==> src/rtl/fsq_pkg.sv <==
package fsq_pkg;

    typedef enum logic [1:0] {
        OP_WORD  = 2'd0,
        OP_BLOCK = 2'd1,
        OP_SEG   = 2'd2,
        OP_MASS  = 2'd3
    } fsq_op_e;

    typedef enum logic [2:0] {
        PH_IDLE,
        PH_WORD,
        PH_BFIRST,
        PH_BWAIT,
        PH_BNEXT,
        PH_BEND,
        PH_SEG,
        PH_MASS
    } fsq_ph_e;

    typedef enum logic [1:0] {
        CHG_NONE,
        CHG_WORD,
        CHG_FIRST,
        CHG_NEXT
    } fsq_chg_e;

    function automatic int unsigned fsq_max(int unsigned a, int unsigned b);
        return (a > b) ? a : b;
    endfunction

endpackage

==> src/rtl/fsq_prog_budget.sv <==
module fsq_prog_budget
    import fsq_pkg::*;
#(
    parameter int unsigned LIMIT     = 4760,
    parameter int unsigned WORD_CYC  = 35,
    parameter int unsigned FIRST_CYC = 30,
    parameter int unsigned NEXT_CYC  = 21
) (
    input  logic     clk,
    input  logic     rst_n,
    input  fsq_chg_e chg,
    input  logic     clr,
    input  logic     refuse,
    output logic     fit_word,
    output logic     fit_first,
    output logic     fit_next,
    output logic     viol
);

    localparam int unsigned AW = $clog2(LIMIT + 1);

    typedef struct packed {
        logic [AW-1:0] acc;
        logic          viol;
    } bud_t;

    bud_t bud_q, bud_d;

    // Room check: no sticky violation and the cost still fits in the limit
    assign fit_word  = !bud_q.viol && ((32'(bud_q.acc) + WORD_CYC)  <= LIMIT);
    assign fit_first = !bud_q.viol && ((32'(bud_q.acc) + FIRST_CYC) <= LIMIT);
    assign fit_next  = !bud_q.viol && ((32'(bud_q.acc) + NEXT_CYC)  <= LIMIT);
    assign viol      = bud_q.viol;

    always_comb begin
        bud_d = bud_q;
        if (clr) begin
            bud_d = '0;
        end else begin
            if (refuse) bud_d.viol = 1'b1;
            case (chg)
                CHG_WORD:  bud_d.acc = bud_q.acc + AW'(WORD_CYC);
                CHG_FIRST: bud_d.acc = bud_q.acc + AW'(FIRST_CYC);
                CHG_NEXT:  bud_d.acc = bud_q.acc + AW'(NEXT_CYC);
                default:   ;
            endcase
        end
    end

    always_ff @(posedge clk or negedge rst_n) begin
        if (!rst_n) bud_q <= '0;
        else        bud_q <= bud_d;
    end


    acc_bound_chk: assert property (@(posedge clk) disable iff (!rst_n)
        32'(bud_q.acc) <= LIMIT);


    charge_fits_chk: assert property (@(posedge clk) disable iff (!rst_n)
        (chg == CHG_NEXT) |-> fit_next);


    clr_empties_chk: assert property (@(posedge clk) disable iff (!rst_n)
        clr |=> (bud_q.acc == '0 && !bud_q.viol));

endmodule

==> src/rtl/fsq_phase_ctrl.sv <==
module fsq_phase_ctrl
    import fsq_pkg::*;
#(
    parameter int unsigned WORD_CYC  = 35,
    parameter int unsigned FIRST_CYC = 30,
    parameter int unsigned NEXT_CYC  = 21,
    parameter int unsigned END_CYC   = 6,
    parameter int unsigned SEG_CYC   = 4819,
    parameter int unsigned MASS_CYC  = 5297,
    parameter int unsigned BLK_MAX   = 32
) (
    input  logic       clk,
    input  logic       rst_n,
    input  logic       cmd_valid,
    input  logic [1:0] cmd_op,
    input  logic       dat_valid,
    input  logic       blk_end,
    input  logic       abort,
    input  logic       fit_word,
    input  logic       fit_first,
    input  logic       fit_next,
    output fsq_ph_e    ph,
    output logic       done,
    output logic       fail,
    output logic       acc_viol,
    output fsq_chg_e   chg,
    output logic       bud_clr,
    output logic       bud_refuse
);

    localparam int unsigned LONGEST = fsq_max(fsq_max(fsq_max(WORD_CYC, FIRST_CYC),
                                                      fsq_max(NEXT_CYC, END_CYC)),
                                              fsq_max(SEG_CYC, MASS_CYC));
    localparam int unsigned CW = $clog2(LONGEST + 1);
    localparam int unsigned NW = $clog2(BLK_MAX + 1);

    typedef struct packed {
        fsq_ph_e       ph;
        logic [CW-1:0] cnt;
        logic [NW-1:0] nwr;
        logic          done;
        logic          fail;
        logic          acc_viol;
    } ctl_t;

    ctl_t ctl_q, ctl_d;
    logic last_cyc;

    function automatic logic [CW-1:0] span(int unsigned n);
        return CW'(n - 1);
    endfunction

    assign last_cyc = (ctl_q.cnt == '0);

    always_comb begin
        ctl_d      = ctl_q;
        ctl_d.done = 1'b0;
        chg        = CHG_NONE;
        bud_clr    = 1'b0;
        bud_refuse = 1'b0;
        if (abort && ctl_q.ph != PH_IDLE) begin
            ctl_d.ph   = PH_IDLE;
            ctl_d.fail = 1'b1;
        end else if (ctl_q.ph == PH_IDLE) begin
            if (cmd_valid) begin
                ctl_d.fail     = 1'b0;
                ctl_d.acc_viol = 1'b0;
                case (fsq_op_e'(cmd_op))
                    OP_WORD: begin
                        if (fit_word) begin
                            ctl_d.ph  = PH_WORD;
                            ctl_d.cnt = span(WORD_CYC);
                            chg       = CHG_WORD;
                        end else begin
                            bud_refuse = 1'b1;
                        end
                    end
                    OP_BLOCK: begin
                        if (fit_first) begin
                            ctl_d.ph  = PH_BFIRST;
                            ctl_d.cnt = span(FIRST_CYC);
                            ctl_d.nwr = NW'(1);
                            chg       = CHG_FIRST;
                        end else begin
                            bud_refuse = 1'b1;
                        end
                    end
                    OP_SEG: begin
                        ctl_d.ph  = PH_SEG;
                        ctl_d.cnt = span(SEG_CYC);
                        bud_clr   = 1'b1;
                    end
                    default: begin
                        ctl_d.ph  = PH_MASS;
                        ctl_d.cnt = span(MASS_CYC);
                        bud_clr   = 1'b1;
                    end
                endcase
            end
        end else begin
            if (cmd_valid) ctl_d.acc_viol = 1'b1;
            case (ctl_q.ph)
                PH_BWAIT: begin
                    if (blk_end) begin
                        ctl_d.ph  = PH_BEND;
                        ctl_d.cnt = span(END_CYC);
                    end else if (dat_valid) begin
                        if (fit_next) begin
                            ctl_d.ph  = PH_BNEXT;
                            ctl_d.cnt = span(NEXT_CYC);
                            ctl_d.nwr = ctl_q.nwr + NW'(1);
                            chg       = CHG_NEXT;
                        end else begin
                            bud_refuse = 1'b1;
                            ctl_d.ph   = PH_BEND;
                            ctl_d.cnt  = span(END_CYC);
                        end
                    end
                end
                PH_BFIRST, PH_BNEXT: begin
                    if (last_cyc) begin
                        if (ctl_q.nwr == NW'(BLK_MAX)) begin
                            ctl_d.ph  = PH_BEND;
                            ctl_d.cnt = span(END_CYC);
                        end else begin
                            ctl_d.ph = PH_BWAIT;
                        end
                    end else begin
                        ctl_d.cnt = ctl_q.cnt - CW'(1);
                    end
                end
                default: begin
                    if (last_cyc) begin
                        ctl_d.ph   = PH_IDLE;
                        ctl_d.done = 1'b1;
                    end else begin
                        ctl_d.cnt = ctl_q.cnt - CW'(1);
                    end
                end
            endcase
        end
    end

    always_ff @(posedge clk or negedge rst_n) begin
        if (!rst_n) ctl_q <= '0;
        else        ctl_q <= ctl_d;
    end

    assign ph       = ctl_q.ph;
    assign done     = ctl_q.done;
    assign fail     = ctl_q.fail;
    assign acc_viol = ctl_q.acc_viol;


    busy_cmd_flag_chk: assert property (@(posedge clk) disable iff (!rst_n)
        (ctl_q.ph != PH_IDLE && cmd_valid && !abort) |=> ctl_q.acc_viol);


    abort_idle_chk: assert property (@(posedge clk) disable iff (!rst_n)
        (ctl_q.ph != PH_IDLE && abort) |=> (ctl_q.ph == PH_IDLE && ctl_q.fail && !ctl_q.done));


    done_after_work_chk: assert property (@(posedge clk) disable iff (!rst_n)
        ctl_q.done |-> ($past(ctl_q.ph) != PH_IDLE && ctl_q.ph == PH_IDLE));


    wait_entry_chk: assert property (@(posedge clk) disable iff (!rst_n)
        $rose(ctl_q.ph == PH_BWAIT) |-> ($past(ctl_q.ph) == PH_BFIRST || $past(ctl_q.ph) == PH_BNEXT));


    busy_op_kept_chk: assert property (@(posedge clk) disable iff (!rst_n)
        (ctl_q.ph == PH_WORD && !last_cyc && !abort) |=> ctl_q.ph == PH_WORD);

endmodule

==> src/rtl/fsq_strobe_map.sv <==
module fsq_strobe_map
    import fsq_pkg::*;
(
    input  fsq_ph_e ph,
    output logic    prog_en,
    output logic    erase_en,
    output logic    hv_en,
    output logic    busy,
    output logic    wait_rdy
);

    always_comb begin
        prog_en  = 1'b0;
        erase_en = 1'b0;
        hv_en    = 1'b1;
        busy     = 1'b1;
        wait_rdy = 1'b0;
        case (ph)
            PH_IDLE: begin
                hv_en = 1'b0;
                busy  = 1'b0;
            end
            PH_WORD, PH_BFIRST, PH_BNEXT: prog_en  = 1'b1;
            PH_BWAIT:                     wait_rdy = 1'b1;
            PH_SEG, PH_MASS:              erase_en = 1'b1;
            default:                      ;
        endcase
    end

endmodule

==> src/rtl/flash_pe_timer.sv <==
module flash_pe_timer
    import fsq_pkg::*;
#(
    parameter int unsigned WORD_CYC  = 35,
    parameter int unsigned FIRST_CYC = 30,
    parameter int unsigned NEXT_CYC  = 21,
    parameter int unsigned END_CYC   = 6,
    parameter int unsigned SEG_CYC   = 4819,
    parameter int unsigned MASS_CYC  = 5297,
    parameter int unsigned BLK_MAX   = 32,
    parameter int unsigned LIMIT     = 4760
) (
    input  logic       clk,
    input  logic       rst_n,
    input  logic       cmd_valid,
    input  logic [1:0] cmd_op,
    input  logic       dat_valid,
    input  logic       blk_end,
    input  logic       abort,
    output logic       prog_en,
    output logic       erase_en,
    output logic       hv_en,
    output logic       busy,
    output logic       wait_rdy,
    output logic       done,
    output logic       fail,
    output logic       acc_viol,
    output logic       cum_viol
);

    fsq_ph_e  ph;
    fsq_chg_e chg;
    logic     bud_clr, bud_refuse;
    logic     fit_word, fit_first, fit_next;

    fsq_phase_ctrl #(
        .WORD_CYC (WORD_CYC),
        .FIRST_CYC(FIRST_CYC),
        .NEXT_CYC (NEXT_CYC),
        .END_CYC  (END_CYC),
        .SEG_CYC  (SEG_CYC),
        .MASS_CYC (MASS_CYC),
        .BLK_MAX  (BLK_MAX)
    ) u_ctrl (
        .clk       (clk),
        .rst_n     (rst_n),
        .cmd_valid (cmd_valid),
        .cmd_op    (cmd_op),
        .dat_valid (dat_valid),
        .blk_end   (blk_end),
        .abort     (abort),
        .fit_word  (fit_word),
        .fit_first (fit_first),
        .fit_next  (fit_next),
        .ph        (ph),
        .done      (done),
        .fail      (fail),
        .acc_viol  (acc_viol),
        .chg       (chg),
        .bud_clr   (bud_clr),
        .bud_refuse(bud_refuse)
    );

    fsq_prog_budget #(
        .LIMIT    (LIMIT),
        .WORD_CYC (WORD_CYC),
        .FIRST_CYC(FIRST_CYC),
        .NEXT_CYC (NEXT_CYC)
    ) u_budget (
        .clk      (clk),
        .rst_n    (rst_n),
        .chg      (chg),
        .clr      (bud_clr),
        .refuse   (bud_refuse),
        .fit_word (fit_word),
        .fit_first(fit_first),
        .fit_next (fit_next),
        .viol     (cum_viol)
    );

    fsq_strobe_map u_map (
        .ph      (ph),
        .prog_en (prog_en),
        .erase_en(erase_en),
        .hv_en   (hv_en),
        .busy    (busy),
        .wait_rdy(wait_rdy)
    );


    idle_quiet_chk: assert property (@(posedge clk) disable iff (!rst_n)
        !busy |-> (!hv_en && !prog_en && !erase_en && !wait_rdy));


    strobe_excl_chk: assert property (@(posedge clk) disable iff (!rst_n)
        !(prog_en && erase_en));


    hv_cover_chk: assert property (@(posedge clk) disable iff (!rst_n)
        (prog_en || erase_en || wait_rdy) |-> hv_en);


    refuse_stays_idle_chk: assert property (@(posedge clk) disable iff (!rst_n)
        (!busy && cmd_valid && cmd_op[1] == 1'b0 && cum_viol) |=> !busy);

endmodule

==> config.mk <==
export PLATFORM = sky130hd
export DESIGN_NAME = flash_pe_timer
export DESIGN_NICKNAME = d
export VERILOG_FILES = /design/src/rtl/fsq_pkg.sv /design/src/rtl/fsq_prog_budget.sv /design/src/rtl/fsq_phase_ctrl.sv /design/src/rtl/fsq_strobe_map.sv /design/src/rtl/flash_pe_timer.sv
export SDC_FILE = /design/constraint.sdc
export NUM_CORES = 1
export LEC_CHECK = 0
export BUFFER_PORTS_ARGS = -buffer_cell sky130_fd_sc_hd__buf_2
export CORE_UTILIZATION = 45
export CTS_CLUSTER_SIZE = 12
export DETAILED_ROUTE_END_ITERATION = 16
export HOLD_SLACK_MARGIN = 0.12
export PLACE_DENSITY = 0.71
export SLEW_MARGIN = 20
export SYNTH_ARGS = -nofsm -noshare
export SYNTH_HDL_FRONTEND = slang
export SYNTH_SLANG_ARGS = --single-unit
==> constraint.sdc <==
create_clock -name clk -period 5.95 [get_ports clk]
set_input_delay 0.2975 -clock clk [delete_from_list [all_inputs] [get_ports clk]]
set_output_delay 0.2975 -clock clk [all_outputs]
set_load 0.1 [all_outputs]
-- After elaboration in Yosys (flattened, before gate mapping)
Cells that the tools add are included.
- output and inout port bits: 9
- bits in registers: 39
- multiplexer cells: 60
- add/sub/neg operators: 8
- magnitude comparators: 3
- reductions and logical operators: 27
- bitwise logic cells: 1
- eq/ne operators: 26
- operators by type and width (cell ; count):
    <= comparator 32 x 13 -> 1 bit (second input constant) ; 3
    2-to-1 mux 22 bit ; 4
    one-hot mux 16 bit (3 select lines) ; 1
    2-to-1 mux 13 bit ; 3
    one-hot mux 13 bit (3 select lines) ; 1
    2-to-1 mux 16 bit ; 2
    one-hot mux 16 bit (2 select lines) ; 1
    adder 13 x 5 -> 14 bit (second input constant) ; 2
    2-to-1 mux 14 bit ; 2
    2-to-1 mux 1 bit ; 27
    adder 13 x 5 -> 13 bit (second input constant) ; 2
    2-to-1 mux 6 bit ; 4
    2-to-1 mux 2 bit ; 9
    adder 13 x 6 -> 14 bit (second input constant) ; 1
    adder 13 x 6 -> 13 bit (second input constant) ; 1
    zero test 13 bit ; 1
    subtractor 13 x 1 -> 13 bit (second input constant) ; 1
    2-to-1 mux 3 bit ; 4
    inequality test 4 x 3 -> 1 bit (second input constant) ; 3
    nonzero test 2 bit ; 6
    equality test 3 bit (second input constant) ; 3
    inequality test 4 bit (second input constant) ; 2
    AND reduction 8 bit ; 1
    nonzero test 4 bit ; 2
    25 further kinds ; 39

-- Longest topological paths before layout
Gate-level depths: netlist (run 1).
- depth after elaboration: 12
- mapped depth: 20
- mapped depth without buffers: 19

-- Modules after synthesis
Synthesis (run 1) repeated with hierarchy kept, for this count alone.
- cell total of the unflattened synthesis: 497
- area total of the unflattened synthesis: 3932.5 µm²
- modules (own cells, without submodules) (module ; area each (µm²) ; cells each ; sequential area each (µm²) ; instances):
    fsq_prog_budget ; 1954.4 ; 260 ; 350.3 ; 1
    fsq_phase_ctrl ; 1925.6 ; 230 ; 625.6 ; 1
    fsq_strobe_map ; 52.6 ; 7 ; 0.0 ; 1

-- Worst setup path after synthesis (run 1)
OpenSTA, ideal clock, no wires.
- path type: register -> register
- from: register u_budget.bud_q[2] (netlist name)
- to: register u_budget.bud_q[13] (netlist name)
- arrival time: 4188 ps
- setup slack: 1696 ps
- cell stages (with the launch flop): 21
- data required time: 5884 ps
- cell sequence: dfrtp_1 > buf_2 > inv_1 > ha_1 > nor3b_2 > nor2_1 > a21oi_1 > and2_1 > a32oi_4 > o21ai_2 > o211ai_1 > inv_1 > fa_1 > nor2b_1 > o21ai_0 > o21bai_1 > a21oi_1 > or3_1 > or3_1 > o21ai_0 > a221o_1
- cells in the longest elaborated chain, start to end: 12
- elaborated cells on any way between the ends: 28
- classes of those cells: add/sub: 6; order compare: 3; eq/ne: 3; mux: 12; reduce/logical: 4
- ends and longest elaborated chain (what ; line ; RTL):
    start, declared ; fsq_prog_budget.sv:27 ; bud_t bud_q, bud_d;
    start signal, assigned ; fsq_prog_budget.sv:52 ; else bud_q <= bud_d;
    adder 13 x 5 -> 14 bit ; fsq_prog_budget.sv:32 ; assign fit_next = !bud_q.viol && ((32'(bud_q.acc) + NEXT_CYC) <= LIMIT);
    <= comparator 32 x 13 -> 1 bit ; fsq_prog_budget.sv:32 ;
    logical AND 1 bit ; fsq_prog_budget.sv:32 ;
    2-to-1 mux 2 bit ; fsq_phase_ctrl.sv:108 ; if (fit_next) begin
    2-to-1 mux 2 bit ; fsq_phase_ctrl.sv:107 ; end else if (dat_valid) begin
    2-to-1 mux 2 bit ; fsq_phase_ctrl.sv:104 ; if (blk_end) begin
    2-to-1 mux 2 bit ; fsq_phase_ctrl.sv:102 ; case (ctl_q.ph)
    2-to-1 mux 2 bit ; fsq_phase_ctrl.sv:64 ; end else if (ctl_q.ph == PH_IDLE) begin
    2-to-1 mux 2 bit ; fsq_phase_ctrl.sv:61 ; if (abort && ctl_q.ph != PH_IDLE) begin
    equality test 2 bit or equality test 2 x 1 -> 1 bit (tied branches) ; fsq_prog_budget.sv:41 ; case (chg)
    one-hot mux 13 bit (3 select lines) ; fsq_prog_budget.sv:41 ;
    2-to-1 mux 14 bit ; fsq_prog_budget.sv:37 ; if (clr) begin
Several ways; a longest one is shown, not always the timed one.
A chain may end at the register's enable or synchronous reset.

-- Worst setup path in the final report (run 1)
Ends and elaborated chain as after synthesis.

==> out/qor.yml, run 1 <==
fin_crit_sh_pct: 84.61
vdd_drop_max_v: 0.0004245
worst_slew_margin_rel_pct: 33.63
worst_path_largest_cell_delay_ns: 0.69
clk_slew_on_worst_s_h_paths_ns: 0.08
final.fill_count: 788
pwr_density_cell_nw_per_um2: 493.7
floorplan.die_area_um2: 8759
cts.root.buffer_cell: "clkbuf_8"
buffer_ports.inserted: 16
num_antenna_cells: 0
first_global_vias: 3250
route.detailed.wl_per_inst_um: 16.80
postRouteWirelength_um: 9727
crit_type: "reg -> reg"
cts_post_setup_buffers_inserted: 0
post_synth_num_cell_types: 82
critical_path.slowest_cell: "dfrtp_1"
core_um2: 8175
timing.fmax_ghz: 0.1986
cts.sinks: 39
largest_clock_skew_in_the_final_design_ns: 0.005901
rows: 33
postSynth.asyncResetShare_pct: 100.0
cts_htree_levels: 2
die_h_um: 93.59
cts_tree: "done"
drtIter0Drc: 254
post_cts.resized_instances: 0
detailed_place_hpwl_um: 6980
timing.critical_path.to_type: "flip-flop"
timing.final.max_slew_violations: 0
hold_violations_final: 0
timing.max_cap.violations: 0
initial_antenna_violation_count: 0
synth.ff_latch_count: 39
setup.worst_path.start_class: "flip-flop"
design.portCount: 17
synth_area_um2: 3775
yosysWarnings: 0
cts_hold_buf: 0
starting_density_of_the_core_pct: 46.17
nets: 497
hp-class: "in -> async"
grt_util_all_layers_pct: 23.07
finalPower_mw: 1.933
number_of_iterations_in_the_first_detailed_routing_pass: 5
syn-instance-count: 479
flow.area_growth_from_synthesis_pct: 3.746
synth_enable_flop_cells: 0
via_per_inst: 6.354
status: "finished clean"
timing_worst_slew_pin_value_ns: 0.9880
post_synth.cell_area_avg_um2: 7.881
period_needed_ns: 5.034
static-leakage-power_nw: 1.615
timing.critical_path.required_ns: 6.18
synth_fp_nets: 503
cells_traversed_along_the_worst_timing_path: "inv_1 > ha_1 > nor3b_2 > nor2_1 > a21oi_1 > and2_1 > a32oi_4 > o21ai_2 > o211ai_1 > inv_1 > fa_1 > nor2b_1 > o21ai_0 > o21bai_1 > a21oi_1 > or3_1 > or3_1 > o21ai_0 > a221o_1"
route.vias.total: 3679
seq_area_frac_synth_pct: 25.85
grt-ovfl-total: 0
setup-violations-final: 0
cts-buffers-inserted: 5
grt_pass1_wl_um: 15950
post_route_cells_drive_above_1_share_pct: 11.18
critical_path_arrival_ns: 5.27
finalSetupTns_ns: 0
postRouteAntennaNets: 0
dominantRegCellSynth: "dfrtp_1"
grt_max_degree: 40
rsz0062_at_grt: "no"
gpl.final_weighted_congestion: 0.9702
die_x_extent_um: 93.59
clock_tree.buffer_depth: 2
drc: 0
critPathMaxFanout: 17
clk_latency_ns: 0.29
## path summary, 6_finish.rpt
| path | cells past startpoint | slack, ns | endpoint | startpoint |
|---|---|---|---|---|
| setup reg to reg | 19 | 0.92 | u_budget.bud_q[13] | u_budget.bud_q[2] |
| max in group asynchronous | 1 | 5.26 | u_budget.viol | rst_n |
| setup / recovery | 19 | 0.92 | u_budget.bud_q[13] | u_budget.bud_q[2] |
| min in group clk | 2 | 0.28 | u_ctrl.done | abort |
| hold / removal | 1 | 0.11 | u_ctrl.ctl_q[11] | rst_n |
| hold reg to reg | 2 | 0.50 | u_ctrl.acc_viol | u_ctrl.acc_viol |
## worst max-delay path, delay by kind of cell, from the launching register on
kind	cells	cell delay (ns)
buffers and inverters	2	0.42
AND/OR/NAND/NOR	6	1.46
adder cells (fa/ha/maj)	2	0.75
flip-flops	1	0.69
AO/OA/AOI/OAI	9	1.63
## synth_stat cells (6+ instances only)
cell / number / area share (%)
a21o_1: 6 / 1.2
a21oi_1: 34 / 4.5
buf_2: 16 / 2.1
clkbuf_1: 9 / 0.89
dfrtp_1: 39 / 26
ha_1: 15 / 5.0
inv_1: 21 / 2.1
nand2_1: 35 / 3.5
nand2b_1: 6 / 0.99
nand3_1: 24 / 3.2
nor2_1: 58 / 5.8
nor2b_1: 6 / 0.99
nor3_1: 13 / 1.7
nor4_1: 6 / 0.99
o21ai_0: 25 / 3.3
o21ai_1: 20 / 2.7
or3_1: 7 / 1.2
xor2_1: 9 / 2.1
## cell usage in the layout, fill, tap and decap left out, types with 6 or more instances in the layout
master     n
nor2b_1    6
inv_1     21
buf_2     16
nand2_1   35
nand3_1   24
nor2_1    58
xor2_1     9
a21oi_1   34
o21ai_0   25
o21ai_1   20
a21o_1     6
nand2b_1   6
nor3_1    13
nor4_1     6
or3_1      7
dfrtp_1   39
ha_1      15
## metrics by stage
step | util, % | cells | area [µm²] | worst slack (ns) | hold slack, ns
final | 47.90 | 579 | 3916 | 0.9156 | 0.1134
after floorplan | - | 479 | 3775 | 1.696 | 0.001909
after global placement | 46.91 | 571 | 3835 | 1.260 | 0.4679
after detailed placement | 46.91 | 571 | 3835 | 1.000 | 0.4713
after CTS | 47.90 | 579 | 3916 | 0.9776 | 0.1496
after global routing | 47.90 | 579 | 3916 | 0.5278 | 0.1995
## sequential cells by signal (all words and copies together), names as in the netlist
signal           flops
u_ctrl.acc_viol      1
u_budget.bud_q      13
u_ctrl.ph            3
u_ctrl.ctl_q        19
u_ctrl.done          1
u_budget.viol        1
u_ctrl.fail          1
## cell type report
cell class                 instances  area [µm²]  area share, %
inverter                          21       78.83          2.013
clock inverter                     1       5.005         0.1278
multi-input combinational        388        2554          65.21
sequential                        39       975.9          24.92
clock buffer                       7       76.32          1.949
timing repair buffer              18       95.09          2.428
tap                              105       131.4          3.355
## cell families after synthesis
logic type / share of synthesized area (%)
AO/OA/AOI/OAI: 28.64
XOR/XNOR: 4.110
buffers and inverters: 6.497
multiplexers: 2.055
AND/OR/NAND/NOR: 27.35
adder cells (fa/ha/maj): 5.502
flip-flops: 25.85
## power by group
part           internal (mW)  leakage (nW)  switching (mW)
sequential             0.350         0.505           0.207
clock                 0.0824        0.0422          0.0962
combinational          0.412          1.07           0.786
total                  0.844          1.61            1.09
## layer usage
metal  share of wire [%]  GRT usage (%)  vias up
met4                 2.3          7.692        0
met5                   0              0        -
met1                  45          32.09     1766
met3                 5.9          2.927       21
met2                  47          36.89      143
li1                    -              -     1749
No activity file was read; power rests on OpenSTA's default activity.
==> run 2: changes to the inputs <==
clock period = 4.9 ns   (was 5.95 ns; I/O delays follow)
==> out/qor.yml, run 2 (synthesized netlist as in run 1, its figures left out) <==
status: "finished clean"  # unchanged
cts.sinks: 39  # unchanged
final.fill_count: 784  # was 788
dp.cells: 577  # was 571
grt_max_degree: 40  # unchanged
die_h_um: 93.59  # unchanged
starting_density_of_the_core_pct: 46.17  # unchanged
comb_power_share_pct: 62.2  # was 62.0%
timing.max_cap.violations: 0  # unchanged
num_antenna_cells: 0  # unchanged
fin_crit_sh_pct: 92.66  # was 84.61%
cp.depth: 19  # unchanged
pwr_density_cell_nw_per_um2: 614.6  # was 493.7 nW/µm²
cts.root.buffer_cell: "clkbuf_8"  # unchanged
leading_cell_type_in_the_layout_fill_and_taps_excluded: "nor2_1"  # unchanged
largest_clock_skew_in_the_final_design_ns: 0.01825  # was 0.005901 ns
cells_traversed_along_the_worst_timing_path: "inv_1 > ha_2 > nor3b_2 > nor2_1 > a21oi_1 > and2_1 > a32oi_4 > o21ai_2 > o211ai_1 > inv_1 > fa_1 > nor2b_1 > o21ai_0 > o21bai_1 > a21oi_1 > or3_1 > or3_1 > o21ai_0 > a221o_1"  # was inv_1 > ha_1 > nor3b_2 > nor2_1 > a21oi_1 > and2_1 > a32oi_4 > o21ai_2 > o211ai_1 > inv_1 > fa_1 > nor2b_1 > o21ai_0 > o21bai_1 > a21oi_1 > or3_1 > or3_1 > o21ai_0 > a221o_1
flow.area_growth_from_synthesis_pct: 6.463  # was 3.746%
cp_num_buf_inv: 2  # unchanged
period_needed_ns: 4.540  # was 5.034 ns
critical_path.slowest_cell: "dfrtp_1"  # unchanged
timing_worst_slew_pin_value_ns: 0.9949  # was 0.9880 ns
largest_reg_flops: 19  # unchanged
number_of_iterations_in_the_first_detailed_routing_pass: 5  # unchanged
timing.critical_path.to_type: "flip-flop"  # unchanged
p_int_mw: 1.126  # was 0.8442 mW
critPathMaxFanout: 9  # was 17
grt_pass1_wl_um: 15990  # was 15950 µm
floorplan.die_area_um2: 8759  # unchanged
route.detailed.wl_per_inst_um: 16.36  # was 16.80 µm
timing.final.max_slew_violations: 0  # unchanged
first_global_vias: 3320  # was 3250
post_route_cells_drive_above_1_share_pct: 12.89  # was 11.18%
worst_path_largest_cell_delay_ns: 0.50  # was 0.69 ns
finalSetupTns_ns: 0  # unchanged
power_switching_share_pct: 54.41  # was 56.33%
critical_path_arrival_ns: 4.78  # was 5.27 ns
nets: 504  # was 497
setup-violations-final: 0  # unchanged
design_area_um2: 4019  # was 3916 µm²
grt-ovfl-total: 0  # unchanged
fin_util_pct: 49.16  # was 47.90%
cts_tree: "done"  # unchanged
rows: 33  # unchanged
postRouteWirelength_um: 9585  # was 9727 µm
design.portCount: 17  # unchanged
share_clk_of_total_power_pct: 11.9  # was 9.2%
placed_cell_area_um2: 3880  # was 3835 µm²
finalPower_mw: 2.470  # was 1.933 mW
grt_util_all_layers_pct: 23.03  # was 23.07%
buffer_ports.inserted: 16  # unchanged
top_library_cells_by_usage_in_the_layout_fill_and_taps_aside: "nor2_1, dfrtp_1, nand2_1"  # unchanged
postRouteAntennaNets: 0  # unchanged
stdcell_count: 586  # was 579
holdPathStages: 2
clock_tree.buffer_depth: 2  # unchanged
power.share.sequential_pct: 25.9  # was 28.8%
static-leakage-power_nw: 1.669  # was 1.615 nW
drtIter0Drc: 280  # was 254
setup.worst_path.start_class: "flip-flop"  # unchanged
detailed_place_hpwl_um: 6838  # was 6980 µm
cpLargestDelayFamily: "compound AO/OA/AOI/OAI gates"  # unchanged
timing.fmax_ghz: 0.2203  # was 0.1986 GHz
clk_slew_on_worst_s_h_paths_ns: 0.10  # was 0.08 ns
vdd_drop_max_v: 0.0004338  # was 0.0004245 V
timing.critical_path.required_ns: 5.14  # was 6.18 ns
largest_register: "u_ctrl.ctl_q"  # unchanged
gpl.final_weighted_congestion: 0.9523  # was 0.9702
initial_antenna_violation_count: 0  # unchanged
clk_latency_ns: 0.31  # was 0.29 ns
crit_type: "reg -> reg"  # unchanged
via_per_inst: 6.166  # was 6.354
worst_slew_margin_rel_pct: 33.17  # was 33.63%
cts_htree_levels: 2  # unchanged
drc: 0  # unchanged
die_x_extent_um: 93.59  # unchanged
hold_violations_final: 0  # unchanged
core_um2: 8175  # unchanged
power.switching_mw: 1.344  # was 1.089 mW
reg2reg_depth: 19  # unchanged
hp-class: "in -> reg"  # was in -> async
route.vias.total: 3613  # was 3679
cts-buffers-inserted: 5  # unchanged
[run 2: cell count changes in the layout (fill, tap and decap cells not counted), sizes merged]
cell         delta
clkbuf          -1
bufinv          +1
buf             +6
dlygate4sd3     +1
[run 2: power by group through the flow]
stage                     clock network [mW]  registers (mW)  logic (mW)
after global routing                   0.309           0.666        1.68
after detailed placement                   0           0.638        1.51
after CTS                              0.299           0.633        1.51
final                                  0.294           0.641        1.54
after global placement                     0           0.636        1.48
after floorplan                            0           0.582        1.27
[run 2: final cells by class]
type	count	area (µm²)	share of cell area, %
repair buffers	25	150.1	3.736
well taps	105	131.4	3.269
clock inverters	2	35.03	0.8717
flip-flops and latches	39	975.9	24.28
inverters	21	78.83	1.961
clock buffers	6	82.58	2.055
multi-input cells	388	2565	63.82
[run 2: path summary, 6_finish.rpt]
kind	start	endpoint	slack, ns
setup / recovery	u_budget.bud_q[3]	u_budget.bud_q[13]	0.36
hold / removal	abort	u_ctrl.done	0.24
setup reg to reg	u_budget.bud_q[3]	u_budget.bud_q[13]	0.36
hold reg to reg	u_ctrl.acc_viol	u_ctrl.acc_viol	0.51
max in group asynchronous	rst_n	u_budget.bud_q[2]	3.74
min in group asynchronous	rst_n	u_budget.viol	0.60
[run 2: what timing repair did]
item | 4_1_cts | 5_1_grt
gates resized for setup | 0 | 2
hold buffers | 1 | 0
setup buffers | 0 | 0
setup endpoints to repair | 0 | 1
endpoints found under the hold margin | 39 | 0
[run 2: layer usage]
layer	track usage (%)	wire, µm	vias to the layer above
li1	-	-	1773
met1	32.05	4436	1693
met4	8.974	269	0
met3	3.008	478	21
met5	0	0	-
met2	36.15	4401	126
[run 2: metrics by stage]
step           worst slack [ns]  hold WS [ns]
2_1_floorplan            0.6458      -0.05059
3_3_place_gp             0.4671        0.4170
3_5_place_dp             0.4158        0.4210
4_1_cts                  0.3694        0.2209
5_1_grt               -0.001433        0.2434
6_report                 0.3598        0.2357
